[config.mk]
export PLATFORM = sky130hd
export DESIGN_NAME = dsadc_frame_reader
export DESIGN_NICKNAME = d
export VERILOG_FILES = /design/src/rtl/dsadc_pkg.sv /design/src/rtl/dsadc_sck_gen.sv /design/src/rtl/dsadc_shifter.sv /design/src/rtl/dsadc_decode.sv /design/src/rtl/dsadc_frame_reader.sv
export SDC_FILE = /design/constraint.sdc
export NUM_CORES = 1
export LEC_CHECK = 0
export BUFFER_PORTS_ARGS = -buffer_cell sky130_fd_sc_hd__buf_2
export CAP_MARGIN = 0
export CORE_MARGIN = 8
export CORE_UTILIZATION = 66
export CTS_BUF_LIST = sky130_fd_sc_hd__clkbuf_8
export DETAILED_ROUTE_END_ITERATION = 8
export PLACE_DENSITY = 0.95
export SYNTH_ARGS = -nofsm -noshare
export SYNTH_HDL_FRONTEND = slang
export SYNTH_SLANG_ARGS = --single-unit
[constraint.sdc]
create_clock -name clk -period 3.3 [get_ports clk]
set_clock_uncertainty 0.05 [all_clocks]
set_input_delay 0.495 -clock clk [delete_from_list [all_inputs] [get_ports clk]]
set_output_delay 0.495 -clock clk [all_outputs]
set_load 0.01 [all_outputs]
[src/rtl/dsadc_pkg.sv]
package dsadc_pkg;

    localparam int FRAME_BITS = 32;
    localparam int RES_BITS   = 25;

    // Bit positions the decoder relies on
    localparam int POS_DUMMY  = 30;
    localparam int POS_SIGN   = 29;
    localparam int POS_MAG_HI = 28;
    localparam int POS_MAG_LO = 5;

    typedef enum logic [1:0] {
        ST_IDLE  = 2'd0,
        ST_POLL  = 2'd1,
        ST_SHIFT = 2'd2
    } rd_state_t;

    typedef struct packed {
        logic [RES_BITS-1:0] value;
        logic                over;
        logic                under;
        logic                ferr;
    } rd_result_t;

endpackage

[src/rtl/dsadc_sck_gen.sv]
module dsadc_sck_gen #(
    parameter int HALF_DIV = 4
) (
    input  logic clk,
    input  logic rst_n,
    input  logic run,
    output logic sck,
    output logic rise,
    output logic fall
);
    localparam int CW = (HALF_DIV > 1) ? $clog2(HALF_DIV) : 1;

    logic [CW-1:0] phase_cnt;
    logic          tick;

    assign tick = run && (phase_cnt == CW'(HALF_DIV - 1));
    assign rise = tick && !sck;
    assign fall = tick && sck;

    always_ff @(posedge clk or negedge rst_n) begin
        if (!rst_n) begin
            phase_cnt <= '0;
            sck       <= 1'b0;
        end else if (!run) begin
            phase_cnt <= '0;
            sck       <= 1'b0;
        end else if (tick) begin
            phase_cnt <= '0;
            sck       <= ~sck;
        end else begin
            phase_cnt <= phase_cnt + 1'b1;
        end
    end
endmodule

[src/rtl/dsadc_shifter.sv]
module dsadc_shifter #(
    parameter int WIDTH = 32
) (
    input  logic                         clk,
    input  logic                         rst_n,
    input  logic                         clear,
    input  logic                         shift_en,
    input  logic                         din,
    output logic [WIDTH-1:0]             data,
    output logic [$clog2(WIDTH+1)-1:0]   count
);
    always_ff @(posedge clk or negedge rst_n) begin
        if (!rst_n) begin
            data  <= '0;
            count <= '0;
        end else if (clear) begin
            count <= '0;
        end else if (shift_en) begin
            data  <= {data[WIDTH-2:0], din};
            count <= count + 1'b1;
        end
    end
endmodule

[src/rtl/dsadc_decode.sv]
module dsadc_decode
    import dsadc_pkg::*;
(
    input  logic [FRAME_BITS-1:0] frame,
    output rd_result_t            res
);
    logic sign_bit;
    logic top_mag;

    assign sign_bit = frame[POS_SIGN];
    assign top_mag  = frame[POS_MAG_HI];

    always_comb begin
        // Offset form to two's complement: invert the sign position
        res.value = {~sign_bit, frame[POS_MAG_HI:POS_MAG_LO]};
        res.over  = sign_bit & top_mag;
        res.under = ~sign_bit & ~top_mag;
        res.ferr  = frame[POS_DUMMY];
    end
endmodule

[src/rtl/dsadc_frame_reader.sv]
module dsadc_frame_reader
    import dsadc_pkg::*;
#(
    parameter int CLK_DIV     = 4,
    parameter int TIMEOUT_CYC = 100000
) (
    input  logic                clk,
    input  logic                rst_n,
    input  logic                start_i,
    input  logic                sdi_i,
    output logic                csn_o,
    output logic                sck_o,
    output logic [RES_BITS-1:0] result_o,
    output logic                over_o,
    output logic                under_o,
    output logic                frame_err_o,
    output logic                valid_o,
    output logic                timeout_o
);
    localparam int TW = $clog2(TIMEOUT_CYC + 1);
    localparam int CW = $clog2(FRAME_BITS + 1);

    rd_state_t             state, state_nxt;
    logic [TW-1:0]         wait_cnt;
    logic                  wait_expired;
    logic                  sck_rise, sck_fall;
    logic [FRAME_BITS-1:0] frame;
    logic [CW-1:0]         bits_in;
    logic                  frame_done;
    rd_result_t            decoded;

    dsadc_sck_gen #(.HALF_DIV(CLK_DIV)) u_sck (
        .clk  (clk),
        .rst_n(rst_n),
        .run  (state == ST_SHIFT),
        .sck  (sck_o),
        .rise (sck_rise),
        .fall (sck_fall)
    );

    dsadc_shifter #(.WIDTH(FRAME_BITS)) u_shift (
        .clk     (clk),
        .rst_n   (rst_n),
        .clear   (state != ST_SHIFT),
        .shift_en(sck_rise),
        .din     (sdi_i),
        .data    (frame),
        .count   (bits_in)
    );

    dsadc_decode u_dec (
        .frame(frame),
        .res  (decoded)
    );

    assign wait_expired = (wait_cnt == TW'(TIMEOUT_CYC - 1));
    assign frame_done   = (state == ST_SHIFT) && sck_fall
                          && (bits_in == CW'(FRAME_BITS));
    assign csn_o        = (state == ST_IDLE);

    // Wait timer, runs only while polling
    always_ff @(posedge clk or negedge rst_n) begin
        if (!rst_n)
            wait_cnt <= '0;
        else if (state != ST_POLL)
            wait_cnt <= '0;
        else
            wait_cnt <= wait_cnt + 1'b1;
    end

    // State register
    always_ff @(posedge clk or negedge rst_n) begin
        if (!rst_n)
            state <= ST_IDLE;
        else
            state <= state_nxt;
    end

    // Transitions
    always_comb begin
        state_nxt = state;
        unique case (state)
            ST_IDLE:  if (start_i) state_nxt = ST_POLL;
            ST_POLL: begin
                if (!sdi_i)
                    state_nxt = ST_SHIFT;
                else if (wait_expired)
                    state_nxt = ST_IDLE;
            end
            ST_SHIFT: if (frame_done) state_nxt = ST_IDLE;
            default:  state_nxt = ST_IDLE;
        endcase
    end

    // Registered outputs
    always_ff @(posedge clk or negedge rst_n) begin
        if (!rst_n) begin
            valid_o     <= 1'b0;
            timeout_o   <= 1'b0;
            result_o    <= '0;
            over_o      <= 1'b0;
            under_o     <= 1'b0;
            frame_err_o <= 1'b0;
        end else begin
            valid_o   <= frame_done;
            timeout_o <= (state == ST_POLL) && sdi_i && wait_expired;
            if (frame_done) begin
                result_o    <= decoded.value;
                over_o      <= decoded.over;
                under_o     <= decoded.under;
                frame_err_o <= decoded.ferr;
            end
        end
    end
endmodule

# After elaboration in Yosys (flattened, before gate mapping)
# Cells that the tools add are included.
# totals
register_bits	89
inputBits	4
out_inout_bits	32
word_cells	56
# classes
add_sub_neg	3
n_eq_ne	11
muxes	12
bitwise	6
n_reduce_logical	12
# op_table
operator	n
adder 17 x 1 -> 17 bit, second input constant	1
equality test 17 bit, second input constant	1
2-to-1 mux 17 bit	1
2-to-1 mux 2 bit	6
2-to-1 mux 6 bit	2
inequality test 2 bit, second input constant	4
logical AND 1 bit	7
adder 6 x 1 -> 6 bit, second input constant	1
equality test 6 bit, second input constant	1
case mux 2 bit (3 select lines)	1
equality test 2 bit, second input constant	2
inverter 1 bit	4
inequality test 3 bit, second input constant	1
AND reduction 3 bit	1
adder 2 x 1 -> 2 bit, second input constant	1
AND 1 bit	2
equality test 2 x 1 -> 1 bit, second input constant	1
logical NOT 2 bit	1
2-to-1 mux 1 bit	2
inequality test 2 x 1 -> 1 bit, second input constant	1
AND reduction 2 bit	1
nonzero test 2 bit	1
logical NOT 1 bit	1

# Logic depth before layout (Yosys ltp)
# Gate-level depths: netlist of the first run.
# depth
ltp_word	7
depth_mapped	7
mapped_depth_nobuf	5

# Hierarchy
# From an unflattened synthesis of the first run, not the netlist that was laid out.
# hier_totals
cells_unflattened	296
hier_area_um2	4035.1
# by_module_without_submodules
mod	n_inst	cells_per_inst	area_each_um2	seq_area_each_um2
dsadc_frame_reader	1	163	2065.7	1226.2
dsadc_shifter	1	94	1632.8	950.9
dsadc_decode	1	28	201.4	0.0
dsadc_sck_gen	1	11	135.1	75.1

# Worst setup path after synthesis of the first run
# No wires, ideal clock.
# synth_timing
path_kind	register -> register
start	reg u_shift.count[0]
end	reg result_o[10]
arrival_time_ns	1.605
t_required_ns	3.125
path_slack_ns	1.519
stages_incl_launch_ff	8
path_buffers	2
synth_period_minus_slack_ns	1.781
path_cell_list	dfrtp_1 inv_1 ha_1 nand4b_1 nor4_4 buf_6 buf_12 mux2_4
# synth_via
elab_chain_len	2
# synth_rtl
element	line_no	text
start, declared	dsadc_shifter.sv:10	output logic [$clog2(WIDTH+1)-1:0] count
start signal, assigned	dsadc_shifter.sv:20	count <= count + 1'b1;
equality test 6 bit	dsadc_frame_reader.sv:58	&& (bits_in == CW'(FRAME_BITS));
logical AND 1 bit	dsadc_frame_reader.sv:58	
net frame_done	dsadc_frame_reader.sv:29	logic frame_done;
end signal, assigned	dsadc_frame_reader.sv:108	result_o <= decoded.value;
end, declared	dsadc_frame_reader.sv:13	output logic [RES_BITS-1:0] result_o,
# The timed path passes the listed nets, and every way through them passes these cells.
# A chain may end at the register's enable or synchronous reset.

# Final worst setup path of the first run
# layout_timing
start	reg u_sck.phase_cnt[0]
end	reg u_shift.count[5]
# layout_via
elab_chain_len	4
# layout_rtl
element	line_no	text
start, declared	dsadc_sck_gen.sv:13	logic [CW-1:0] phase_cnt;
start signal, assigned	dsadc_sck_gen.sv:31	phase_cnt <= phase_cnt + 1'b1;
equality test 2 bit	dsadc_sck_gen.sv:16	assign tick = run && (phase_cnt == CW'(HALF_DIV - 1));
logical AND 1 bit	dsadc_sck_gen.sv:16	
logical AND 1 bit	dsadc_sck_gen.sv:17	assign rise = tick && !sck;
nonzero test 2 bit (no line)	--	
# No other way between the ends.

==> reports/summary.txt, run 1 <==
Setup Viol. Count Final = 0
Critical path required time = 3520 ps
Avg WL per Cell = 16.6 um
GRT Total Usage = 18.6%
DR DRC count = 0
Hold WC Path Type = input pin to asynchronous set/reset pin
Crit path largest cell delay = 710 ps
Switching Fraction = 24.5%
Hold Slack = 271 ps
RSZ-0062 raised after global routing = false
Gpl congestion = 0.872
Max_slew headroom = 28.3%
Critical-path cell list = ha_1 -> nand4bb_1 -> or4_1 -> a21oi_1
# H-tree levels = 3
Synth cell types = 38
CTS root buffer = clkbuf_8
Total Wirelength = 7690 um
Pwr/cell area = 437 nW/um2
DIE WIDTH = 91.9 um
CTS tree = built
Mapped Area = 3810 um2
Total negative setup slack = 0 ps
Drt pass-1 iters = 4
Critical path peak fanout = 15
Critical path class = flop to flop
Syn_nets = 360
Seq pwr share = 59.4%
Fin. max-slew vios = 0
Layout cells sized above 1 = 21.2%
Starting density of the core = 68.7%
Most common cell after layout, fill and taps aside = nand2_1
Initial antenna violation count = 0
Worst vdd ir = 0.298 mV
Fillcell total = 348
Lkg Pwr = 2.09 nW
Mean area per synthesized cell = 10.8 um2
Fin crit period = 2240 ps
Part of the cycle the worst path needs = 68.0%
Post_cts resized = 0
Tot Pwr = 1.84 mW
Layout Utilization = 76.1%
Clock Tree Buf Depth = 2
Actual slew at the worst max-slew pin = 1080 ps
CP Capture Type = flop
Post-synthesis instance total = 352
Status = completed
I/O pin total = 36
Hold buffers post-CTS = 0
Clk pwr share = 39.2%
Clk slew on worst S/H paths = 90 ps
Antenna diode instance count = 0
Most frequent cells in the layout = nand2_1 (109), dfrtp_1 (89), buf_2 (34), mux2_2 (19), nor2_1 (11)
Sw power = 0.452 mW
MaxCap Viol Count = 0
Worst setup SP type = flop
Die height = 91.9 um
Post-synthesis sequential area ratio = 58.5%
Clk Latency, worst-skew pair = 360 ps
Core region area = 5540 um2
Final hold vios = 0
First-pass GRT wire length = 12900 um
Post-DP HPWL = 5080 um
I/O Buffers = 35
FP Rows = 27
Syn-to-layout area delta = 10.8%
Clk sink count = 89
Die area = 8450 um2
Via count = 2720
Crit path buf inv count = 0
Vias per cell = 5.86
Vias in the first global route = 2746
Syn. warnings = 0
# nets final = 395
GRT overflow = 0
Fmax = 446 MHz
Dpl cells = 448
Comb power frac = 1.4%
Synth Register Bits = 89
Gate family responsible for the most delay along the worst path = simple AND/OR/NAND/NOR gates
CP arrival = 2470 ps
Initial drt markers = 183
CTS Buf Count = 9
Post-route ant nets = 0
Pin count of the biggest net entering global routing = 90
Final Non-Filler Cells = 464
Post-CTS Setup Inserts = 0
CP max-delay cell = or4_1
Cell-internal power = 1.39 mW
-- sequential cells by signal, indices dropped and copies added (netlist names) --
signal / count
under_o: 1
u_shift.count: 6
u_sck.phase_cnt: 2
frame_err_o: 1
valid_o: 1
state: 2
over_o: 1
wait_cnt: 17
u_sck.sck: 1
result_o: 25
u_shift.data: 31
timeout_o: 1
-- power by group through the flow --
stage,logic [mW],clock network (mW),registers [mW]
detailed placement,0.0270,0,1.12
CTS,0.0271,0.736,1.10
floorplan,0.00280,0,1.12
finish,0.0254,0.722,1.10
global route,0.0306,0.773,1.10
global placement,0.0261,0,1.12
-- cell usage after synthesis, drive strengths merged --
master / n / area share [%]
nand3b: 2 / 0.39
or3: 4 / 0.66
nor4b: 2 / 0.46
nand3: 10 / 1.3
and3: 1 / 0.16
o21ai: 4 / 0.53
dfrtp: 89 / 59
a21oi: 8 / 1.1
o22ai: 1 / 0.16
mux2: 26 / 8.4
mux2i: 9 / 2.4
and2b: 1 / 0.20
a41o: 1 / 0.26
nand2: 109 / 11
nand4: 4 / 0.66
nor4: 8 / 1.7
o31ai: 5 / 0.99
a31o: 1 / 0.23
nand4bb: 1 / 0.30
nand4b: 1 / 0.23
ha: 4 / 1.3
nand2b: 10 / 1.6
buf: 7 / 1.5
xor2: 3 / 0.69
nor2b: 1 / 0.16
nor2: 11 / 1.1
clkbuf: 7 / 0.69
nor3: 3 / 0.39
inv: 8 / 0.79
nor4bb: 2 / 0.53
or4: 5 / 0.99
xnor2: 3 / 0.69
and2: 1 / 0.16
-- metal layers --
layer,global-route usage [%],wire length [um],vias up
met5,0,0,-
met4,9.53,138,0
met3,3.02,405,13
met2,30.2,3850,95
met1,23.4,3290,1344
li1,-,-,1268
-- worst paths after layout --
kind                                     from            endpoint  slack [ps]  cells past startpoint
min                                     rst_n         result_o[9]         270                      1
min in group clk                      start_i            state[0]         310                      3
min reg2reg                u_sck.phase_cnt[0]  u_sck.phase_cnt[0]         400                      1
max                        u_sck.phase_cnt[0]    u_shift.count[5]        1060                      4
max in group asynchronous               rst_n    u_shift.count[3]        2230                      1
max reg2reg                u_sck.phase_cnt[0]    u_shift.count[5]        1060                      4
-- stage by stage --
step	setup WS, ps	cell area (um2)
floorplan	1520	3810
global placement	1250	4030
detailed placement	1120	4030
CTS	1090	4220
global route	945	4220
finish	1060	4220
-- cell type report --
cell class / instances / area [um2] / area share, %
sequential: 89 / 2230 / 52.8
clock inverter: 7 / 66.3 / 1.57
clock buffer: 9 / 124 / 2.94
multi-input combinational: 241 / 1480 / 35.1
tap: 72 / 90.1 / 2.14
timing repair buffer: 38 / 200 / 4.75
inverter: 8 / 30.0 / 0.712
-- kinds of logic (layout without fill, tap and decap cells) --
| group | Yosys count | in the layout | share of synthesized area (%) |
|---|---|---|---|
| fa+ha+maj | 4 | 4 | 1.31 |
| mux | 35 | 35 | 10.7 |
| buf+inv | 22 | 62 | 3.02 |
| xor+xnor | 6 | 6 | 1.38 |
| compound gates | 20 | 20 | 3.22 |
| flops | 89 | 89 | 58.5 |
| simple gates | 176 | 176 | 21.8 |
Power figures use the tool's default switching activity.
==> run 2, diff against run 1 <==
- ABC_AREA: default -> 1
- CORE_UTILIZATION: 66 -> 55
- PLACE_DENSITY: 0.95 -> 0.86
- clock period: 3.3 -> 2 ns (I/O delays scaled with it)
==> run 2 against run 1 <==
  * Clock-buffer cell count up 1
  * Maximum frequency grew 38%
  * Area after synthesis up 2.6%
  * Synthesized cell count increased by 24%
  * Wire length decreased by 8.6%
  * Sequential cell count stayed put
  * Critical path type unchanged
==> reports/summary.txt, run 2 <==
Dpl cells = 562 (was 448)
Post-DP HPWL = 5050 um (was 5080 um)
Synth area leaders = dfrtp_1 (57%), nand2_1 (12%), o21ai_2 (5.8%) (was dfrtp_1 (59%), nand2_1 (11%), mux2_2 (5.6%))
Regs by FF count = u_shift.data x31, result_o x25, wait_cnt x17 (unchanged)
Syn. warnings = 0 (unchanged)
RSZ-0062 raised after global routing = false (unchanged)
Post_cts resized = 0 (unchanged)
Mapped Area = 3910 um2 (was 3810 um2)
Crit path largest cell delay = 400 ps (was 710 ps)
CTS Buf Count = 9 (unchanged)
Final hold vios = 0 (unchanged)
CP max-delay cell = dfrtp_1 (was or4_1)
Final Non-Filler Cells = 579 (was 464)
Total Wirelength = 7020 um (was 7690 um)
CTS tree = built (unchanged)
CTS root buffer = clkbuf_8 (unchanged)
Fin crit period = 1620 ps (was 2240 ps)
Clock Tree Buf Depth = 2 (unchanged)
Clk sink count = 89 (unchanged)
I/O pin total = 36 (unchanged)
MaxCap Viol Count = 0 (unchanged)
Post-synth top area cell = dfrtp_1 (unchanged)
I/O Buffers = 35 (unchanged)
DR DRC count = 0 (unchanged)
Most common cell after layout, fill and taps aside = nand2_1 (unchanged)
GRT overflow = 0 (unchanged)
Fin. max-slew vios = 0 (unchanged)
Critical path peak fanout = 7 (was 15)
Post-route ant nets = 0 (unchanged)
# H-tree levels = 3 (unchanged)
Syn_nets = 446 (was 360)
Part of the cycle the worst path needs = 81.2% (was 68.0%)
Commonest cells post-synth = nand2_1 (124), dfrtp_1 (89), inv_1 (53) (was nand2_1 (109), dfrtp_1 (89), mux2_2 (19))
Actual slew at the worst max-slew pin = 522 ps (was 1080 ps)
Die area = 10100 um2 (was 8450 um2)
Lkg Pwr = 2.03 nW (was 2.09 nW)
Synth Register Bits = 89 (unchanged)
Avg WL per Cell = 12.1 um (was 16.6 um)
Number of synthesized flops with an enable pin = 0 (unchanged)
DIE WIDTH = 100 um (was 91.9 um)
Tot Pwr = 3.02 mW (was 1.84 mW)
Total negative setup slack = 0 ps (unchanged)
Biggest register = u_shift.data (unchanged)
FP Rows = 30 (was 27)
Vias in the first global route = 2755 (was 2746)
Critical-path cell list = ha_1 -> nand2_1 -> nor2_1 -> nand2_1 -> o21ai_0 -> nand2_1 -> nor2_1 (was ha_1 -> nand4bb_1 -> or4_1 -> a21oi_1)
Initial antenna violation count = 0 (unchanged)
Post-CTS Setup Inserts = 0 (unchanged)
Fmax = 615 MHz (was 446 MHz)
Worst setup SP type = flop (unchanged)
Post-synthesis sequential area ratio = 57.0% (was 58.5%)
GRT Total Usage = 15.4% (was 18.6%)
Starting density of the core = 57.2% (was 68.7%)
Max reg flops = 31 (unchanged)
Initial drt markers = 167 (was 183)
Layout cells sized above 1 = 18.8% (was 21.2%)
Hold Slack = 131 ps (was 271 ps)
Async set-or-reset flop fraction in the synthesized netlist = 100% (unchanged)
Critical path class = flop to flop (unchanged)
Crit. Startpoint = wait_cnt[0] (was u_sck.phase_cnt[0])
Clk slew on worst S/H paths = 90 ps (about the same)
Hold Startpoint = start_i
Top cell type's share of synthesized area = 57.0% (was 58.5%)
Most frequent cells in the layout = nand2_1 (124), dfrtp_1 (89), inv_1 (53), nor2_1 (43), o21ai_0 (43) (was nand2_1 (109), dfrtp_1 (89), buf_2 (34), mux2_2 (19), nor2_1 (11))
Count leader, synth = nand2_1 (unchanged)
Hold WC Path Type = input pin to flop (was input pin to asynchronous set/reset pin)
Syn-to-layout area delta = 12.4% (was 10.8%)
CP dominant cell by count = nand2_1
DP Area = 4190 um2 (was 4030 um2)
Clk Latency, worst-skew pair = 350 ps (was 360 ps)
Reg2reg start = wait_cnt[0] (was u_sck.phase_cnt[0])
CP arrival = 1860 ps (was 2470 ps)
Worst vdd ir = 0.288 mV (was 0.298 mV)
Pwr/cell area = 687 nW/um2 (was 437 nW/um2)
Pin count of the biggest net entering global routing = 57 (was 90)
Vias per cell = 4.95 (was 5.86)
Synth cell types = 26 (was 38)
Most used DFF post-synth = dfrtp_1 (unchanged)
Fin area = 4390 um2 (was 4220 um2)
Drt pass-1 iters = 6 (was 4)
CP Capture Type = flop (unchanged)
Die height = 100 um (was 91.9 um)
Gpl congestion = 0.897 (was 0.872)
First-pass GRT wire length = 12500 um (was 12900 um)
Post-synthesis instance total = 438 (was 352)
# nets final = 486 (was 395)
Status = completed (unchanged)
Hold buffers post-CTS = 1 (was 0)
Critical path required time = 2240 ps (was 3520 ps)
Core region area = 6830 um2 (was 5540 um2)
Antenna diode instance count = 0 (unchanged)
Mean area per synthesized cell = 8.92 um2 (was 10.8 um2)
Via count = 2865 (was 2720)
Setup Viol. Count Final = 0 (unchanged)
Max_slew headroom = 65.2% (was 28.3%)
==> run 2: changes by cell type in the layout (fill, tap and decap cells not counted), moves of 7 or more <==
cell      delta
inv_1       +45
o21ai_0     +39
nor2_1      +32
o21ai_2     +26
mux2_2      -19
nand2_1     +15
nand2b_1    -10
mux2i_1      -9
mux2_4       -7
nor4_1       -7
==> run 2: through the flow <==
| stage | worst slack (ps) | util, % |
|---|---|---|
| after global placement | 452 | 61.4 |
| after global routing | 226 | 64.3 |
| final | 375 | 64.3 |
| after detailed placement | 422 | 61.4 |
| after CTS | 398 | 64.3 |
| after floorplan | 506 | - |
==> run 2: path summary, 6_finish.rpt <==
path                            slack, ps                  to  cells after the start
worst max register to register        380        wait_cnt[16]                      7
worst min register to register        400  u_sck.phase_cnt[0]                      1
worst max-delay path                  380        wait_cnt[16]                      7
worst min-delay path                  130            state[0]                      3
max in group asynchronous             900    u_shift.data[26]                      3
min in group asynchronous             410        wait_cnt[12]                      2
==> run 2: worst max-delay path, delay by kind of cell (launching register included) <==
family / cells / cell delay, ps
adder cells (fa/ha/maj): 1 / 210
AO/OA/AOI/OAI: 1 / 210
flip-flops: 1 / 400
AND/OR/NAND/NOR: 5 / 700
==> run 2: report_power, final <==
| group | switching, mW | total, mW | internal [mW] |
|---|---|---|---|
| registers | 0.00286 | 1.81 | 1.80 |
| logic | 0.0390 | 0.0509 | 0.0119 |
| clock network | 0.655 | 1.16 | 0.503 |
==> run 2: cell families after synthesis <==
group / synth area share (%)
adders and majority gates: 1.28
AOI/OAI and AO/OA: 12.5
DFF: 57.0
and+or+nand+nor: 20.9
xor gates and xnor gates: 0.673
buffers and inverters: 7.62
==> run 2: area by class of cell <==
type                       instances  area [um2]
sequential                        89        2230
clock inverter                     6        51.3
tap                               96         120
inverter                          56         210
fill                             553        2440
timing repair buffer              41         263
multi-input combinational        281        1380
clock buffer                      10         138
==> run 2: per-layer routing <==
metal | wire length [um] | up-vias | GRT usage (%)
met1 | 3060 | 1341 | 19.4
met5 | 0 | - | 0
li1 | - | 1457 | -
met2 | 3410 | 56 | 24.5
met3 | 413 | 11 | 3.60
met4 | 138 | 0 | 7.09
==> run 3, diff against run 2 <==
- ABC_AREA: 1 -> 0
- CORE_UTILIZATION: 55 -> 61
- PLACE_DENSITY: 0.86 -> 0.9
- clock period: 2 -> 1.55 ns (I/O delays scaled with it)
==> run 3 against run 2 <==
  * The flow now finishes with violations (negative setup slack)
  * Worst setup slack worse by 710 ps
  * Hold slack lost 61 ps
  * Global-route usage grew 7.1 points
  * Wire length rose by 48%
  * Design area grew 8.5%
  * Sequential share of layout area down 3.9 points
  * Die area decreased by 10%
  * Non-clock buffer count is 31 higher
  * Maximum frequency shrank 14%
  * Critical path depth is the same
  * Critical path type unchanged
  * Critical endpoint is now result_o[20]
==> reports/summary.txt, run 3 (synthesis gave the netlist of run 1 again) <==
# H-tree levels = 3 (unchanged)
Most frequent cells in the layout = nand2_1 (109), dfrtp_1 (87), buf_2 (34), buf_4 (27), mux2_4 (26) (was nand2_1 (124), dfrtp_1 (89), inv_1 (53), nor2_1 (43), o21ai_0 (43))
Fin. max-slew vios = 0 (unchanged)
Avg WL per Cell = 20.8 um (was 12.1 um)
Layout cells sized above 1 = 31.1% (was 18.8%)
Regs by FF count = u_shift.data x31, result_o x25, wait_cnt x17 (unchanged)
PnR worst setup slack = -339 ps (was 375 ps)
Initial drt markers = 309 (was 167)
Failing checks = negative setup slack
Hold WC Path Type = input pin to flop (unchanged)
CP Capture Type = flop (unchanged)
Clk Latency, worst-skew pair = 360 ps (was 350 ps)
Total Wirelength = 10400 um (was 7020 um)
# nets final = 429 (was 486)
CP arrival = 2080 ps (was 1860 ps)
Status = complete, but fails checks (was completed)
Vias per cell = 6.11 (was 4.95)
RSZ-0062 raised after global routing = true (was false)
Critical path peak fanout = 7 (unchanged)
DR DRC count = 0 (unchanged)
Lkg Pwr = 2.32 nW (was 2.03 nW)
Antenna diode instance count = 0 (unchanged)
Max_slew headroom = 69.1% (was 65.2%)
Post-route ant nets = 0 (unchanged)
Post-DP HPWL = 5590 um (was 5050 um)
Initial antenna violation count = 0 (unchanged)
GRT overflow = 0 (unchanged)
Hold Slack = 70.6 ps (was 131 ps)
FP Rows = 28 (was 30)
Critical path required time = 1740 ps (was 2240 ps)
Core region area = 5990 um2 (was 6830 um2)
Die area = 9020 um2 (was 10100 um2)
Max reg flops = 31 (unchanged)
DIE WIDTH = 95.0 um (was 100 um)
Most common cell after layout, fill and taps aside = nand2_1 (unchanged)
I/O pin total = 36 (unchanged)
Final hold vios = 0 (unchanged)
Part of the cycle the worst path needs = 122% (was 81.2%)
Worst setup SP type = flop (unchanged)
Fin crit period = 1890 ps (was 1620 ps)
I/O Buffers = 35 (unchanged)
DP Area = 4250 um2 (was 4190 um2)
MaxCap Viol Count = 0 (unchanged)
Fillcell total = 318 (was 553)
Via count = 3057 (was 2865)
First-pass GRT wire length = 15600 um (was 12500 um)
Syn-to-layout area delta = 25.1% (was 12.4%)
Biggest register = u_shift.data (unchanged)
Starting density of the core = 63.5% (was 57.2%)
Setup Viol. Count Final = 31 (was 0)
CTS Buf Count = 9 (unchanged)
Fmax = 529 MHz (was 615 MHz)
Gpl congestion = 0.931 (was 0.897)
Pin count of the biggest net entering global routing = 90 (was 57)
CTS tree = built (unchanged)
Clk sink count = 89 (unchanged)
Worst vdd ir = 0.808 mV (was 0.288 mV)
Fin area = 4760 um2 (was 4390 um2)
Clk slew on worst S/H paths = 100 ps (was 90 ps)
CTS root buffer = clkbuf_8 (unchanged)
Pwr/cell area = 878 nW/um2 (was 687 nW/um2)
Vias in the first global route = 3043 (was 2755)
Critical path class = flop to flop (unchanged)
Die height = 95.0 um (was 100 um)
GRT Total Usage = 22.4% (was 15.4%)
Drt pass-1 iters = 5 (was 6)
Clock Tree Buf Depth = 2 (unchanged)
Actual slew at the worst max-slew pin = 464 ps (was 522 ps)
==> run 3: timing repair <==
item / 4_1_cts / 5_1_grt
gates cloned: 2 / 2
pin swaps: 1 / 5
hold buffers: 1 / 0
resized for setup: 27 / 17
setup endpoints to repair: 32 / 46
setup buffers: 5 / 3
hold endpoints to repair: 89 / 0
==> run 3: worst max-delay path: stages (launching register included) <==
cell,delay (ps)
dfrtp_1,410
inv_2,80
ha_4,130
nand4b_1,150
nor4_4,260
buf_6,200
clkbuf_16,180
mux2_4,310
==> run 3: report_power, final <==
group | switching (mW) | internal, mW
sequential | 0.00509 | 2.33
clock | 0.843 | 0.941
combinational | 0.0509 | 0.0136
==> run 3: worst paths after layout <==
kind | cells past startpoint | slack (ps) | from | to
max in group asynchronous | 3 | 670 | rst_n | wait_cnt[6]
worst max-delay path | 7 | -340 | u_shift.count[0] | result_o[20]
worst max register to register | 7 | -340 | u_shift.count[0] | result_o[20]
worst min-delay path | 3 | 70 | start_i | state[0]
worst min register to register | 2 | 440 | u_shift.data[1] | u_shift.data[1]
min in group asynchronous | 3 | 420 | rst_n | u_shift.data[12]
==> run 3: routing by layer <==
metal | global-route usage, % | routed length (um) | vias to the layer above
met1 | 27.6 | 3960 | 1511
met3 | 4.37 | 759 | 50
met4 | 8.45 | 388 | 0
met2 | 38.3 | 5300 | 181
li1 | - | - | 1315
met5 | 0 | 0 | -
==> run 3: per-stage QoR <==
| stage | setup WS (ps) | util (%) | total power, mW | cells | TNS, ps |
|---|---|---|---|---|---|
| after global placement | -142 | 70.9 | 2.44 | 473 | -3550 |
| after floorplan | -149 | - | 2.38 | 352 | -2300 |
| after global routing | -394 | 79.5 | 4.29 | 500 | -10830 |
| after CTS | -242 | 77.5 | 4.15 | 496 | -5720 |
| final | -339 | 79.5 | 4.18 | 500 | -8680 |
| after detailed placement | -219 | 70.9 | 2.44 | 473 | -5490 |
==> run 3: area by class of cell <==
| cell class | instances | area (um2) | area share, % |
|---|---|---|---|
| inverter | 8 | 30.0 | 0.630 |
| multi-input combinational | 241 | 1620 | 34.1 |
| clock buffer | 10 | 138 | 2.89 |
| timing repair buffer | 72 | 569 | 12.0 |
| tap | 75 | 93.8 | 1.97 |
| clock inverter | 5 | 80.1 | 1.68 |
| sequential | 89 | 2230 | 46.8 |
